## src/rtl/fpd_pkg.sv

```systemverilog
package fpd_pkg;
    localparam int FRAC_W   = 6;
    localparam int BYTE_W   = 8;
    localparam int GATE_BIT = 7;
    localparam int STEP     = 18;
    localparam int FRAC_MIN = 18;
    localparam int FRAC_MAX = 35;
    localparam int ACC_W    = FRAC_W + 1;
    localparam logic [BYTE_W-1:0] CTRL_RESET = 8'h92;

    typedef enum logic [1:0] {
        OP_REPLACE = 2'd0,
        OP_SETBITS = 2'd1,
        OP_CLRBITS = 2'd2,
        OP_NONE    = 2'd3
    } wr_op_e;

    typedef enum logic {
        PG_GATED = 1'b0,
        PG_RUN   = 1'b1
    } pg_state_e;

    function automatic logic [FRAC_W-1:0] clamp_frac(input logic [FRAC_W-1:0] v);
        if (v < FRAC_W'(FRAC_MIN))      return FRAC_W'(FRAC_MIN);
        else if (v > FRAC_W'(FRAC_MAX)) return FRAC_W'(FRAC_MAX);
        else                            return v;
    endfunction
endpackage

```

## src/rtl/fpd_ctrl_reg.sv

```systemverilog
module fpd_ctrl_reg
    import fpd_pkg::*;
(
    input  logic              clk,
    input  logic              rst_n,
    input  logic              hit,
    input  logic [1:0]        op,
    input  logic [BYTE_W-1:0] data,
    output logic [BYTE_W-1:0] q
);
    logic [BYTE_W-1:0] raw;
    logic [BYTE_W-1:0] nxt;

    // Alias decode: replace, OR-in, or mask-out.
    always_comb begin
        unique case (wr_op_e'(op))
            OP_REPLACE: raw = data;
            OP_SETBITS: raw = q | data;
            OP_CLRBITS: raw = q & ~data;
            default:    raw = q;
        endcase
        nxt = '0;
        nxt[GATE_BIT]     = raw[GATE_BIT];
        nxt[FRAC_W-1:0]   = clamp_frac(raw[FRAC_W-1:0]);
    end

    always_ff @(posedge clk) begin
        if (!rst_n)   q <= CTRL_RESET;
        else if (hit) q <= nxt;
    end
endmodule

```

## src/rtl/fpd_phase_gen.sv

```systemverilog
module fpd_phase_gen
    import fpd_pkg::*;
(
    input  logic              clk,
    input  logic              rst_n,
    input  logic              gate,
    input  logic [FRAC_W-1:0] frac_cfg,
    output logic [FRAC_W-1:0] act_frac,
    output logic              running,
    output logic              tick
);
    pg_state_e        state_q, state_d;
    logic [ACC_W-1:0] acc_q;
    logic [ACC_W-1:0] sum;
    logic             wrap;

    always_comb begin
        sum  = acc_q + ACC_W'(STEP);
        wrap = sum >= ACC_W'(act_frac);
    end

    // Next-state: release when gate clears, halt when gate sets.
    always_comb begin
        unique case (state_q)
            PG_GATED: state_d = gate ? PG_GATED : PG_RUN;
            PG_RUN:   state_d = gate ? PG_GATED : PG_RUN;
            default:  state_d = PG_GATED;
        endcase
    end

    always_ff @(posedge clk) begin
        if (!rst_n) state_q <= PG_GATED;
        else        state_q <= state_d;
    end

    // Accumulator and active fraction.
    always_ff @(posedge clk) begin
        if (!rst_n) begin
            acc_q    <= '0;
            act_frac <= FRAC_W'(FRAC_MIN);
        end else begin
            unique case (state_q)
                PG_GATED: begin
                    acc_q    <= '0;
                    act_frac <= frac_cfg;
                end
                PG_RUN: begin
                    if (gate) begin
                        acc_q <= '0;
                    end else if (wrap) begin
                        acc_q    <= sum - ACC_W'(act_frac);
                        act_frac <= frac_cfg;
                    end else begin
                        acc_q <= sum;
                    end
                end
                default: acc_q <= '0;
            endcase
        end
    end

    // Output process.
    always_comb begin
        running = (state_q == PG_RUN);
        tick    = running && !gate && wrap;
    end
endmodule

```

## src/rtl/frac_phase_div.sv

```systemverilog
module frac_phase_div
    import fpd_pkg::*;
#(
    parameter int NUM_CH = 2,
    localparam int SEL_W = (NUM_CH > 1) ? $clog2(NUM_CH) : 1
) (
    input  logic              clk,
    input  logic              rst_n,
    input  logic              wr_en,
    input  logic [1:0]        wr_op,
    input  logic [SEL_W-1:0]  wr_sel,
    input  logic [7:0]        wr_data,
    input  logic [SEL_W-1:0]  rd_sel,
    output logic [7:0]        rd_data,
    output logic [NUM_CH-1:0] tick_o
);
    logic [NUM_CH*BYTE_W-1:0] ctrl_flat;
    logic [NUM_CH*FRAC_W-1:0] act_flat;
    logic [NUM_CH-1:0]        run_flat;

    for (genvar p = 0; p < NUM_CH; p++) begin : g_slot
        localparam logic [SEL_W-1:0] LOGICAL = SEL_W'(NUM_CH - 1 - p);
        logic              hit;
        logic [BYTE_W-1:0] q;

        assign hit = wr_en && (wr_sel == LOGICAL);

        fpd_ctrl_reg u_reg (
            .clk  (clk),
            .rst_n(rst_n),
            .hit  (hit),
            .op   (wr_op),
            .data (wr_data),
            .q    (q)
        );

        fpd_phase_gen u_gen (
            .clk     (clk),
            .rst_n   (rst_n),
            .gate    (q[GATE_BIT]),
            .frac_cfg(q[FRAC_W-1:0]),
            .act_frac(act_flat[p*FRAC_W +: FRAC_W]),
            .running (run_flat[p]),
            .tick    (tick_o[p])
        );

        assign ctrl_flat[p*BYTE_W +: BYTE_W] = q;
    end

    always_comb begin
        rd_data = '0;
        for (int p = 0; p < NUM_CH; p++) begin
            if (rd_sel == SEL_W'(NUM_CH - 1 - p))
                rd_data = ctrl_flat[p*BYTE_W +: BYTE_W];
        end
    end
endmodule

```

## config.mk

```make
export PLATFORM = sky130hd
export DESIGN_NAME = frac_phase_div
export DESIGN_NICKNAME = d
export VERILOG_FILES = /design/src/rtl/fpd_pkg.sv /design/src/rtl/fpd_ctrl_reg.sv /design/src/rtl/fpd_phase_gen.sv /design/src/rtl/frac_phase_div.sv
export SDC_FILE = /design/constraint.sdc
export NUM_CORES = 1
export LEC_CHECK = 0
export BUFFER_PORTS_ARGS = -buffer_cell sky130_fd_sc_hd__buf_2
export CAP_MARGIN = 20
export CORE_ASPECT_RATIO = 0.9
export CORE_MARGIN = 2
export CORE_UTILIZATION = 55
export DETAILED_ROUTE_END_ITERATION = 12
export PLACE_DENSITY = 0.8
export SYNTH_ARGS = -nofsm -noshare
export SYNTH_HDL_FRONTEND = slang
export SYNTH_SLANG_ARGS = --single-unit
```

## constraint.sdc

```tcl
create_clock -name clk -period 2.9 [get_ports clk]
set_input_delay 0.145 -clock clk [delete_from_list [all_inputs] [get_ports clk]]
set_output_delay 0.145 -clock clk [all_outputs]
set_load 0.005 [all_outputs]
```

; ---- Yosys cells after proc, flatten, opt, wreduce, memory -nomap -nowiden
; Index checks and enable logic that the tools add are counted.
[classes]
n_addsub = 4
n_lt_le_gt_ge = 6
n_eq_ne = 6
muxes = 21
bitwise = 8
reduce_logical = 14
[op_table]
columns = operator, count
row1 = 6-bit two-way mux, 8
row2 = 8-bit case mux with 3 select lines, 2
row3 = 7-bit two-way mux, 4
row4 = 7-bit case mux with 2 select lines, 2
row5 = 6-bit case mux with 2 select lines, 2
row6 = 8-bit AND, 2
row7 = 8-bit bitwise OR, 2
row8 = "7-bit by 5-bit adder with 7-bit output, second input constant", 2
row9 = 7-bit by 6-bit >= comparator with 1-bit output, 2
row10 = 7-bit by 6-bit subtractor with 7-bit output, 2
row11 = "6-bit greater-than comparator, second input constant", 2
row12 = "6-bit by 5-bit < comparator with 1-bit output, second input constant", 2
row13 = 8-bit two-way mux, 1
row14 = "2-bit != test, second input constant", 4
row15 = 8-bit NOT, 1
row16 = 2-bit AND reduction, 4
row17 = 1-bit logical AND, 6
row18 = 1-bit NOT, 3
row19 = 3-bit nonzero test, 1
row20 = "2-bit by 1-bit equality test with 1-bit output, second input constant", 1
row21 = "2-bit equality test, second input constant", 1
row22 = 1-bit zero test, 2
row23 = 2-bit zero test, 1
row24 = 1-bit two-way mux, 2
[word_totals]
regBits = 42
in_bits = 15
out_inout_bits = 10
wordCells = 69

; ---- Logic depth before layout (Yosys ltp)
; Gate-level depths: netlist (run 1).
[logic_depth]
ltp_word = 6
depth_mapped = 11
depth_no_buf = 10

; ---- By module
; From an unflattened synthesis (run 1), not the netlist that was laid out.
[hier_totals]
cells_unflattened = 371
area_unflattened_um2 = 3159.3
[modules_own_cells]
columns = module, instances, cells_each, area_each_um2, seq_area_each_um2
row1 = fpd_phase_gen, 2, 107, 947.2, 280.3
row2 = fpd_ctrl_reg, 2, 73, 560.5, 140.1
row3 = frac_phase_div, 1, 11, 143.9, 0.0

; ---- Worst setup path after synthesis (run 1)
; OpenSTA, ideal clock, no wires.
[synth_timing]
path_type = reg2reg
start = register g_slot[0].u_gen.acc_q[1]
end = register g_slot[0].u_gen.acc_q[1]
setup_ps = 126
arrival_ps = 2248
required_ps = 2774
slack_ps = 526
stages_incl_launch_ff = 12
path_buffers = 1
period_less_slack_ps = 2374
path_cell_list = dfxtp_1 ha_1 a21oi_1 xnor2_1 ha_1 and4_2 a31oi_1 nand3_1 or2_4 buf_6 a21oi_1 nor2_1
[synth_between]
elab_chain_len = 5
word_cells_on_any_way = 6
cone_classes = 2 x add/sub / 1 x order compare / 3 x mux
[synth_rtl]
columns = element, line
row1 = "start, declared", fpd_phase_gen.sv:13  ; logic [ACC_W-1:0] acc_q;
row2 = "start signal, assigned", fpd_phase_gen.sv:51  ; acc_q <= sum - ACC_W'(act_frac);
row3 = "start signal, assigned", fpd_phase_gen.sv:54  ; acc_q <= sum;
row4 = 7-bit by 5-bit adder with 7-bit output *, fpd_phase_gen.sv:18  ; sum = acc_q + ACC_W'(STEP);
row5 = 7-bit by 6-bit subtractor with 7-bit output or 7-bit by 6-bit >= comparator with 1-bit output (tied branches), "fpd_phase_gen.sv:51, fpd_phase_gen.sv:19"
row6 = 7-bit two-way mux *, fpd_phase_gen.sv:50  ; end else if (wrap) begin
row7 = 7-bit two-way mux *, fpd_phase_gen.sv:48  ; if (gate) begin
row8 = 7-bit case mux with 2 select lines *, fpd_phase_gen.sv:42  ; unique case (state_q)
; Every way passes the cells marked *; elsewhere a longest branch is shown, timed or not.
; A chain may end at the register's enable or synchronous reset.

; ---- Worst setup path after layout (run 1)
[layout_timing]
start = register g_slot[0].u_gen.acc_q[1]
end = output tick_o[0]
[layout_between]
elab_chain_len = 3
[layout_rtl]
columns = element, line
row1 = 7-bit by 5-bit adder with 7-bit output, fpd_phase_gen.sv:18
row2 = 7-bit by 6-bit >= comparator with 1-bit output, fpd_phase_gen.sv:19  ; wrap = sum >= ACC_W'(act_frac);
row3 = 1-bit logical AND, fpd_phase_gen.sv:65  ; tick = running && !gate && wrap;
row4 = "end, declared", frac_phase_div.sv:15  ; output logic [NUM_CH-1:0] tick_o
; No other way between the ends.

==> flow_summary_export.csv, run 1 <==
group,metric,value,unit
clock_network,cts.clk_slew.worst_paths,0.08,ns
setup_path,worstPathArrival,2.61,ns
setup_path,cp-end-kind,"output pin",
timing,slew_violations,0,
detailed_routing,vias,2727,
logic_synthesis,netlist_area,2840,sq um
timing,fin_skew,0.00707,ns
floorplanning,num_rows,24,
job,max_cap_violations,0,
finish,n_fill_cell,454,
placement,place_hpwl,5020,um
floorplanning,die-area,5750,sq um
setup_path,crit_start,"g_slot[0].u_gen.acc_q[1]$_SDFF_PP0_",
pwr,pwr-share-comb,0.421,
timing,setup_tns,0,ns
global_route,grt_overflow_total,0,
logic_synthesis,synth_most_common_cell,"dfxtp_1",
clock_network,clk_latency,0.30,ns
logic_synthesis,synth.area.top_cells,"dfxtp_1 (30%), o21ai_0 (6.5%), ha_1 (6.2%), a21oi_1 (4.2%), nor2_1 (4.0%)",
placement,placed_cell_area,2950,sq um
logic_synthesis,synth_nets,401,
finish,nets,417,
detailed_routing,wl_per_cell,15.0,um
pwr,irDropWorstVdd,0.462,mV
setup_path,crit_type,"register to output pin",
status,status,"complete, no violations",
finish,diodes,0,
timing,setup_violations,0,
placement,gp_congestion,0.921,
pwr,leakage,1.24,nW
floorplanning,die_x,79.7,um
placement,io_buffer_count,22,
pwr,internal_power,1.20,mW
detailed_routing,ant_nets,0,
global_route,antenna_found_initial,0,
global_route,grt_start_max_net_pins,22,
clock_network,htree_levels,2,
timing,finalHoldViolations,0,
finish,syn2layout_area_growth,9.92,%
logic_synthesis,synth_common_cells,"dfxtp_1 (42), o21ai_0 (37), nor2_1 (30)",
pwr,seqPwrFrac,0.346,
clock_network,tritoncts,"done",
detailed_routing,drc,0,
logic_synthesis,yosysSeqAreaShare,0.296,
finish,post-route-util,0.637,
setup_path,critPathLaunchType,"register",
finish,finish.instance_area,3120,sq um
setup_path,timing.critical_path.to,"tick_o[0]",
setup_path,rr_worst_depth,10,
logic_synthesis,yosys_register_bits,42,
floorplanning,die_h,72.1,um
logic_synthesis,synth.largest_area_cell,"dfxtp_1",
finish,multiInputGateArea,1830,sq um
detailed_routing,via_per_inst,6.03,
setup_path,worstReg2RegStart,"g_slot[0].u_gen.acc_q[1]$_SDFF_PP0_",
timing,tightest_slew,0.665,ns
clock_network,cts_buffers,5,
placement,place_ws,0.284,ns
timing,timing.slew.headroom,0.552,
logic_synthesis,postSynthCellCount,370,
pwr,power_switching,712,uW
pwr,power_density,614,nW/um^2
setup_path,worstPathMaxFanout,6,
global_route,grt_pass1_vias,2542,
finish,drive_above_1_share,0.147,
timing,finalCritPeriodShare,0.949,
hold_path,hold_class,"input port to register",
logic_synthesis,yosysWarnings,0,
setup_path,r2r_slack,0.25,ns
global_route,grtUsageTotal,0.245,
timing,period_minus_slack,2.75,ns
detailed_routing,wirelength,6760,um
timing,whs,0.175,ns
detailed_routing,drtIter0Drc,110,
floorplanning,initial_core_util,0.580,
logic_synthesis,async_flop_share,0,
pwr,pwr-share-clk,0.233,
timing,finalWorstSetupSlack,0.149,ns
logic_synthesis,synth_edf_count,0,
timing,fmax,364,MHz
clock_network,clockBufferDepth,2,
clock_network,root_buffer,"clkbuf_8",
clock_network,clkSinkCount,42,
setup_path,worstPathRequired,2.76,ns
global_route,grt_pass1_wl,11200,um
logic_synthesis,synth_top_area_frac,0.296,
finish,area.sequential,841,sq um
detailed_routing,firstDrtPassIters,4,
logic_synthesis,synth_ff_type,"dfxtp_1",
logic_synthesis,synth_area_per_cell,7.67,sq um
floorplanning,ioPinCount,25,
floorplanning,core_area,4890,sq um
pwr,p_sw_frac,0.372,
logic_synthesis,synth_cell_types,57,
setup_path,rr_endpoint,"g_slot[0].u_gen.act_frac[5]$_SDFFE_PN0P_",
## cell families after synthesis
| family | after synthesis | share of synthesized area |
|---|---|---|
| compound gates | 124 | 0.283 |
| xor+xnor | 8 | 0.0247 |
| fa+ha+maj | 16 | 0.0758 |
| buf+inv | 46 | 0.0683 |
| flops | 42 | 0.296 |
| mux | 7 | 0.0273 |
| other cells | 1 | 0.00132 |
| simple gates | 126 | 0.223 |
## metal layers
metal / track usage / wire [um] / up-vias
li1: - / - / 1364
met3: 0.0373 / 335 / 7
met1: 0.315 / 3060 / 1278
met4: 0.0556 / 63 / 0
met2: 0.435 / 3310 / 78
met5: 0 / 0 / -
## worst max-delay path: stages (launching register included)
cell and delay (ns):
dfxtp_1 0.35, ha_1 0.23, a21oi_1 0.17, xnor2_1 0.18
ha_1 0.31, and4_2 0.24, a31oi_1 0.24, nand3_2 0.18
nor2_4 0.20, nor3b_1 0.07, buf_2 0.14
## area by class of cell
type                       instances  share of cell area
multi-input combinational        282               0.588
inverter                          28              0.0337
timing repair buffer              27              0.0473
clock buffer                       8              0.0353
tap                               65              0.0261
sequential                        42               0.270
## worst min path at each step
stage	slack, ns	cells past startpoint	to	start
floorplan	0.29	2	g_slot[0].u_gen.running$_SDFF_PN0_	rst_n
global placement	0.48	2	g_slot[1].u_gen.act_frac[0]$_SDFFE_PN0P_	g_slot[1].u_gen.act_frac[0]$_SDFFE_PN0P_
finish	0.17	3	g_slot[0].u_reg.q[7]$_SDFFE_PN1P_	wr_data[7]
detailed placement	0.47	2	g_slot[1].u_gen.act_frac[0]$_SDFFE_PN0P_	g_slot[1].u_gen.act_frac[0]$_SDFFE_PN0P_
CTS	0.17	3	g_slot[1].u_reg.q[7]$_SDFFE_PN1P_	wr_data[7]
global route	0.19	3	g_slot[0].u_reg.q[7]$_SDFFE_PN1P_	wr_data[7]
## registers in the layout, indices dropped and copies added, names as in the netlist
| name | count |
|---|---|
| g_slot.u_gen.act_frac | 12 |
| g_slot.u_gen.running | 2 |
| g_slot.u_gen.acc_q | 14 |
| g_slot.u_reg.q | 14 |
## cells in the final DEF (no fill, tap or decap), types with 5 or more instances in the layout
| cell | count |
|---|---|
| a21o_1 | 9 |
| a21oi_1 | 24 |
| a31oi_1 | 12 |
| buf_2 | 22 |
| buf_4 | 5 |
| clkbuf_8 | 8 |
| dfxtp_1 | 42 |
| ha_1 | 14 |
| inv_1 | 28 |
| mux2_2 | 6 |
| nand2_1 | 29 |
| nand3_1 | 17 |
| nand4_1 | 6 |
| nor2_1 | 30 |
| nor2b_1 | 8 |
| o21a_1 | 5 |
| o21ai_0 | 37 |
| or3_1 | 5 |
## power groups by stage
stage	Clock (mW)	Sequential, mW	Combinational, mW
4_1_cts	0.456	0.661	0.703
3_3_place_gp	0	0.671	0.665
5_1_grt	0.474	0.668	0.893
3_5_place_dp	0	0.675	0.702
2_1_floorplan	0	0.659	0.586
6_report	0.447	0.662	0.806
## per-stage QoR
step	total power, mW	instances
final	1.91	452
after global routing	2.03	452
after CTS	1.82	448
after detailed placement	1.38	440
after global placement	1.34	440
after floorplan	1.24	370
## what timing repair did
action	CTS	global route
hold buffers	0	0
endpoints found under the setup margin	0	5
resized for setup	0	5
hold endpoints to repair	0	0
buffers inserted	0	4
Power figures use the tool's default switching activity.
==> run 2, diff against run 1 <==
--- a/config.mk
+++ b/config.mk
@@ -14,4 +14,5 @@
 export PLACE_DENSITY = 0.8
 export SYNTH_ARGS = -nofsm -noshare
 export SYNTH_HDL_FRONTEND = slang
+export SYNTH_HIERARCHICAL = 1
 export SYNTH_SLANG_ARGS = --single-unit
==> run 2 against run 1 <==
  * Worst hold slack got worse by 0.030 ns
  * Sequential share of layout area fell by 2.5 points
  * First-iteration DRC count rose by 61%
  * Global-route usage fell by 3.5 points
  * Clock-buffer cell count fell by 2
  * Cell area rose by 10%
  * Fmax fell by 0.56%
  * Critical endpoint unchanged
==> flow_summary_export.csv, run 2 <==
group,metric,value,unit
pwr,seqPwrFrac,0.446,
detailed_routing,drtIter0Drc,177,
logic_synthesis,synth_edf_count,0,
setup_path,crit_type,"register to output pin",
floorplanning,initial_core_util,0.561,
detailed_routing,firstDrtPassIters,5,
logic_synthesis,netlist_area,3160,sq um
pwr,pwr-share-clk,0.341,
timing,timing.slew.headroom,0.602,
logic_synthesis,yosysWarnings,6,
logic_synthesis,postSynthCellCount,371,
clock_network,htree_levels,2,
timing,period_minus_slack,2.77,ns
floorplanning,core_area,5630,sq um
timing,finalHoldViolations,0,
detailed_routing,wl_per_cell,14.6,um
clock_network,root_buffer,"clkbuf_8",
floorplanning,die-area,6370,sq um
setup_path,crit_chain,"ha_1 -> xor2_1 -> ha_1 -> o21a_1 -> o31a_1 -> o31a_1 -> nor2_1 -> nor3b_1 -> buf_2",
global_route,grt_overflow_total,0,
floorplanning,die_x,83.9,um
placement,io_buffer_count,22,
timing,slew_violations,0,
setup_path,rr_worst_depth,9,
detailed_routing,via_per_inst,5.93,
detailed_routing,wirelength,6770,um
logic_synthesis,yosysSeqAreaShare,0.266,
hold_path,min_to,"g_slot[0].u_reg/q[7]$_SDFFE_PN1P_",
floorplanning,ioPinCount,25,
logic_synthesis,synth_area_per_cell,8.52,sq um
logic_synthesis,synth_cell_types,56,
clock_network,clockBufferDepth,2,
clock_network,cts_hold_buf,0,
detailed_routing,wl_met3,275,um
floorplanning,die_h,75.9,um
setup_path,cp-end-kind,"output pin",
timing,setup_tns,0,ns
finish,diodes,0,
clock_network,tritoncts,"done",
detailed_routing,met2_length,3240,um
logic_synthesis,yosys_register_bits,42,
logic_synthesis,async_flop_share,0,
detailed_routing,drc,0,
finish,n_fill_cell,480,
status,status,"complete, no violations",
timing,tightest_slew,0.596,ns
finish,drive_above_1_share,0.178,
global_route,grtUsageTotal,0.210,
job,max_cap_violations,0,
logic_synthesis,synth.area.top_cells,"dfxtp_1 (27%), ha_1 (5.5%), nor2b_1 (5.3%), mux2i_1 (4.4%), a21oi_1 (3.8%)",
setup_path,critPathLaunchType,"register",
placement,gp_congestion,1.01,
timing,setup_violations,0,
pwr,power_density,397,nW/um^2
detailed_routing,wl_met1,3170,um
setup_path,rr_endpoint,"g_slot[0].u_gen/acc_q[3]$_SDFF_PP0_",
global_route,grt_pass1_vias,2465,
finish,top_regs,"g_slot.u_gen/acc_q (14), g_slot.u_reg/q (14), g_slot.u_gen/act_frac (12)",
detailed_routing,ant_nets,0,
logic_synthesis,synth_top_area_frac,0.266,
placement,place_ws,0.474,ns
finish,post-route-util,0.612,
hold_path,hold_class,"input port to register",
clock_network,clk_latency,0.29,ns
logic_synthesis,synth_most_common_cell,"dfxtp_1",
timing,finalWorstSetupSlack,0.134,ns
setup_path,worstReg2RegStart,"g_slot[0].u_gen/acc_q[1]$_SDFF_PP0_",
setup_path,worstPathArrival,2.62,ns
logic_synthesis,synth_ff_type,"dfxtp_1",
setup_path,worstPathMaxFanout,5,
logic_synthesis,synth_common_cells,"dfxtp_1 (42), inv_1 (28), nand2_1 (28)",
finish,final_common_cell,"dfxtp_1",
clock_network,clkSinkCount,42,
timing,rsz0062_at_grt,"yes",
logic_synthesis,synth_nets,402,
hold_path,min_path_cells,2,
detailed_routing,vias,2745,
global_route,grt_start_max_net_pins,37,
detailed_routing,top_layer,"met4",
finish,syn2layout_area_growth,8.95,%
placement,place_hpwl,4920,um
setup_path,slowest_delay,0.39,ns
timing,fmax,361,MHz
floorplanning,num_rows,26,
pwr,irDropWorstVdd,0.169,mV
timing,fin_skew,0.00432,ns
clock_network,cts_buffers,5,
clock_network,cts.clk_slew.worst_paths,0.08,ns
global_route,antenna_found_initial,0,
logic_synthesis,synth.largest_area_cell,"dfxtp_1",
pwr,internal_power,995,uW
finish,final_cell_mix,"dfxtp_1 (42), inv_1 (28), nand2_1 (28)",
pwr,leakage,1.37,nW
setup_path,r2r_slack,0.42,ns
setup_path,cpMaxStageDelayCell,"ha_1",
timing,finalCritPeriodShare,0.954,
pwr,p_sw_frac,0.272,
hold_path,min_from,"wr_data[7]",
pwr,pwr-share-comb,0.214,
pwr,power_switching,371,uW
setup_path,worstPathRequired,2.76,ns
global_route,grt_pass1_wl,11200,um
finish,nets,424,
==> run 2: cells by family after synthesis <==
kind of cell | count (synthesis) | share of synthesized area
AO/OA/AOI/OAI | 118 | 0.274
XOR/XNOR | 8 | 0.0222
adder cells (fa/ha/maj) | 16 | 0.0681
buffers and inverters | 43 | 0.0638
flip-flops | 42 | 0.266
multiplexers | 22 | 0.0824
other | 2 | 0.00238
AND/OR/NAND/NOR | 120 | 0.221
==> run 2: layer usage <==
metal	up-vias	track usage
li1	1381	-
met2	73	0.348
met1	1279	0.285
met4	0	0.0452
met3	12	0.0403
met5	-	0
==> run 2: how the worst max path moves through the flow <==
stage / start / to / slack, ns
after floorplan: g_slot[1].u_gen/acc_q[1]$_SDFF_PP0_ / g_slot[1].u_gen/act_frac[0]$_SDFFE_PN0P_ / 0.70
after global placement: g_slot[1].u_gen/acc_q[1]$_SDFF_PP0_ / tick_o[1] / 0.51
after detailed placement: g_slot[1].u_gen/acc_q[1]$_SDFF_PP0_ / tick_o[1] / 0.47
after CTS: g_slot[0].u_gen/acc_q[1]$_SDFF_PP0_ / tick_o[0] / 0.14
after global routing: g_slot[1].u_gen/acc_q[1]$_SDFF_PP0_ / tick_o[1] / -0.02
final: g_slot[0].u_gen/acc_q[1]$_SDFF_PP0_ / tick_o[0] / 0.13
==> run 2: critical path, delay by kind of cell, from the launching register on <==
kind,cells,cell delay [ns]
flops,1,0.34
fa+ha+maj,2,0.62
compound gates,3,0.68
buf+inv,1,0.16
xor+xnor,1,0.21
simple gates,2,0.33
==> run 2: what timing repair did <==
action                     4_1_cts  5_1_grt
gates resized for setup          0        3
setup endpoints to repair        0        2
buffers inserted                 0        6
==> run 2: per-stage QoR <==
stage	hold slack [ns]	total power, mW	instances	area [sq um]
final	0.145	1.37	463	3440
after global routing	0.137	1.43	463	3440
after global placement	0.431	0.878	450	3270
after detailed placement	0.428	0.885	450	3270
after floorplan	0.249	0.834	371	3160
after CTS	0.122	1.35	457	3380
==> run 2: final cells by class <==
cell class / instances / area, sq um / area share
inverters: 30 / 113 / 0.0327
repair buffers: 28 / 155 / 0.0451
flip-flops and latches: 42 / 841 / 0.244
clock inverters: 1 / 30.0 / 0.00872
multi-input cells: 286 / 2130 / 0.620
well taps: 70 / 87.6 / 0.0254
clock buffers: 6 / 82.6 / 0.0240
==> run 2: power by group through the flow <==
stage | clock network, mW | logic (mW) | registers [mW]
2_1_floorplan | 0 | 0.217 | 0.616
3_3_place_gp | 0 | 0.257 | 0.621
3_5_place_dp | 0 | 0.263 | 0.622
4_1_cts | 0.476 | 0.265 | 0.608
5_1_grt | 0.499 | 0.317 | 0.611
6_report | 0.465 | 0.292 | 0.609
==> run 3, diff against run 2 <==
--- a/config.mk
+++ b/config.mk
@@ -11,6 +11,7 @@
 export CORE_MARGIN = 2
 export CORE_UTILIZATION = 55
 export DETAILED_ROUTE_END_ITERATION = 12
+export GPL_TIMING_DRIVEN = 0
 export PLACE_DENSITY = 0.8
 export SYNTH_ARGS = -nofsm -noshare
 export SYNTH_HDL_FRONTEND = slang
==> run 3 against run 2 <==
  * Setup slack better by 0.0050 ns
  * Power down 5.6%
  * Critical path depth unchanged
  * Routed wire length up 2.9%
  * Clock power down 18%
  * Non-clock buffer count up 7
  * Final cell count up 1.7%
  * Fmax up 0.18%
  * Highest routed layer unchanged
==> flow_summary_export.csv, run 3 (synthesis results as in run 2) <==
group,metric,value,unit
pwr,leakage,1.39,nW
finish,drive_above_1_share,0.185,
pwr,power_switching,373,uW
global_route,met3_usage,0.0392,
pwr,seqPwrFrac,0.472,
placement,gp_congestion,0.881,
setup_path,cpMaxStageDelayCell,"ha_1",
setup_path,crit_chain,"ha_1 -> xor2_1 -> ha_1 -> o21a_1 -> o31a_1 -> o31a_1 -> nor2_1 -> nor3b_1 -> buf_2",
pwr,pwr-share-clk,0.297,
pwr,power,1.29,mW
setup_path,worstPathArrival,2.62,ns
placement,io_buffer_count,20,
setup_path,worstPathMaxFanout,5,
floorplanning,die-area,6370,sq um
placement,dp.cells,461,
placement,place_hpwl,5330,um
hold_path,min_to,"g_slot[1].u_reg/q[7]$_SDFFE_PN1P_",
timing,slew_violations,0,
timing,fmax,362,MHz
status,status,"complete, no violations",
hold_path,min_from,"wr_data[7]",
finish,diodes,0,
setup_path,slowest_delay,0.38,ns
finish,final_cell_mix,"dfxtp_1 (42), inv_1 (28), nand2_1 (28)",
floorplanning,die_h,75.9,um
detailed_routing,wl_per_cell,14.8,um
pwr,pwr-share-comb,0.231,
global_route,met1_usage,0.294,
setup_path,r2r_slack,0.43,ns
setup_path,critPathLaunchType,"register",
global_route,antenna_found_initial,0,
global_route,grt_pass1_wl,11800,um
timing,setup_violations,0,
clock_network,tritoncts,"done",
setup_path,worstPathRequired,2.76,ns
detailed_routing,drc,0,
detailed_routing,ant_nets,0,
hold_path,hold_class,"input port to register",
global_route,grt_pass1_vias,2627,
clock_network,clkSinkCount,42,
floorplanning,initial_core_util,0.561,
finish,layout.cells.non_filler,471,
floorplanning,num_rows,26,
clock_network,clk_latency,0.29,ns
job,max_cap_violations,0,
detailed_routing,vias,2736,
global_route,grtUsageTotal,0.222,
setup_path,rr_worst_depth,10,
setup_path,crit_type,"register to output pin",
floorplanning,die_x,83.9,um
clock_network,cts_buffers,5,
finish,final_common_cell,"dfxtp_1",
floorplanning,ioPinCount,25,
finish,syn2layout_area_growth,9.90,%
pwr,irDropWorstVdd,0.245,mV
global_route,use_met2,0.366,
timing,fin_skew,0.00431,ns
timing,period_minus_slack,2.76,ns
finish,top_regs,"g_slot.u_gen/acc_q (14), g_slot.u_reg/q (14), g_slot.u_gen/act_frac (12)",
setup_path,path_delay_family,"compound AO/OA/AOI/OAI gates",
floorplanning,core_area,5630,sq um
timing,finalHoldViolations,0,
pwr,p_sw_frac,0.290,
detailed_routing,drtIter0Drc,136,
timing,finalCritPeriodShare,0.952,
pwr,power_density,371,nW/um^2
setup_path,worstReg2RegStart,"g_slot[1].u_gen/acc_q[1]$_SDFF_PP0_",
finish,nets,431,
global_route,grt_overflow_total,0,
setup_path,rr_endpoint,"g_slot[1].u_gen/act_frac[3]$_SDFFE_PN0P_",
clock_network,clockBufferDepth,2,
setup_path,cp_num_buf_inv,1,
detailed_routing,via_per_inst,5.81,
detailed_routing,firstDrtPassIters,4,
setup_path,cp-end-kind,"output pin",
clock_network,htree_levels,2,
global_route,busiest_layer,"met2",
global_route,grt_start_max_net_pins,19,
hold_path,min_path_cells,2,
clock_network,root_buffer,"clkbuf_8",
detailed_routing,wirelength,6970,um
clock_network,cts.clk_slew.worst_paths,0.08,ns
pwr,internal_power,915,uW
## run 3: cell types whose count changed in the layout (fill, tap and decap cells not counted)
| cell | before | now |
|---|---|---|
| clkbuf_1 | 0 | 5 |
| buf_6 | 0 | 3 |
| bufinv_16 | 1 | 0 |
| clkinv_2 | 0 | 1 |
| nor2_1 | 12 | 11 |
| nor2_2 | 0 | 1 |
## run 3: per-stage QoR
step / util / setup slack (ns) / hold WS [ns] / TNS (ns) / instance area, sq um
5_1_grt: 0.617 / -0.00514 / 0.127 / -0.00514 / 3470
4_1_cts: 0.611 / 0.0849 / 0.119 / 0 / 3440
3_5_place_dp: 0.595 / 0.420 / 0.427 / 0 / 3350
2_1_floorplan: - / 0.696 / 0.249 / 0 / 3160
6_report: 0.617 / 0.139 / 0.131 / 0 / 3470
3_3_place_gp: 0.595 / 0.454 / 0.437 / 0 / 3350
## run 3: worst max-delay path by stage
| stage | from | to | slack [ns] | depth (start not counted) |
|---|---|---|---|---|
| 4_1_cts | g_slot[1].u_gen/acc_q[1]$_SDFF_PP0_ | tick_o[1] | 0.08 | 10 |
| 5_1_grt | g_slot[1].u_gen/acc_q[1]$_SDFF_PP0_ | tick_o[1] | -0.005 | 10 |
| 3_3_place_gp | g_slot[1].u_gen/acc_q[1]$_SDFF_PP0_ | tick_o[1] | 0.45 | 10 |
| 6_report | g_slot[0].u_gen/acc_q[1]$_SDFF_PP0_ | tick_o[0] | 0.14 | 9 |
| 3_5_place_dp | g_slot[1].u_gen/acc_q[1]$_SDFF_PP0_ | tick_o[1] | 0.42 | 10 |
| 2_1_floorplan | g_slot[1].u_gen/acc_q[1]$_SDFF_PP0_ | g_slot[1].u_gen/act_frac[0]$_SDFFE_PN0P_ | 0.70 | 10 |
## run 3: power groups by stage
| stage | registers [mW] | logic [mW] | clock network (mW) |
|---|---|---|---|
| floorplan | 0.616 | 0.217 | 0 |
| global placement | 0.622 | 0.275 | 0 |
| detailed placement | 0.622 | 0.283 | 0 |
| CTS | 0.609 | 0.284 | 0.390 |
| global route | 0.612 | 0.327 | 0.420 |
| finish | 0.609 | 0.298 | 0.382 |
## run 3: layout make-up
| cell class | count | area, sq um |
|---|---|---|
| fill | 490 | 2160 |
| multi-input combinational | 286 | 2140 |
| sequential | 42 | 841 |
| timing repair buffer | 22 | 115 |
| inverter | 30 | 113 |
| buffer | 13 | 88.8 |
| tap | 70 | 87.6 |
| clock buffer | 7 | 86.3 |
| clock inverter | 1 | 5.00 |
## run 3: what timing repair did
action                     4_1_cts  5_1_grt
setup endpoints to repair        0        2
resized for setup                0        4
hold endpoints to repair         0        0
hold buffers                     0        0
setup buffers                    0        2
## run 3: routing by layer
| layer | up-vias | routed length, um | share of wire |
|---|---|---|---|
| met1 | 1274 | 3270 | 0.47 |
| met2 | 62 | 3330 | 0.48 |
| met3 | 12 | 258 | 0.037 |
| met5 | - | 0 | 0 |
| li1 | 1388 | - | - |
| met4 | 0 | 116 | 0.017 |
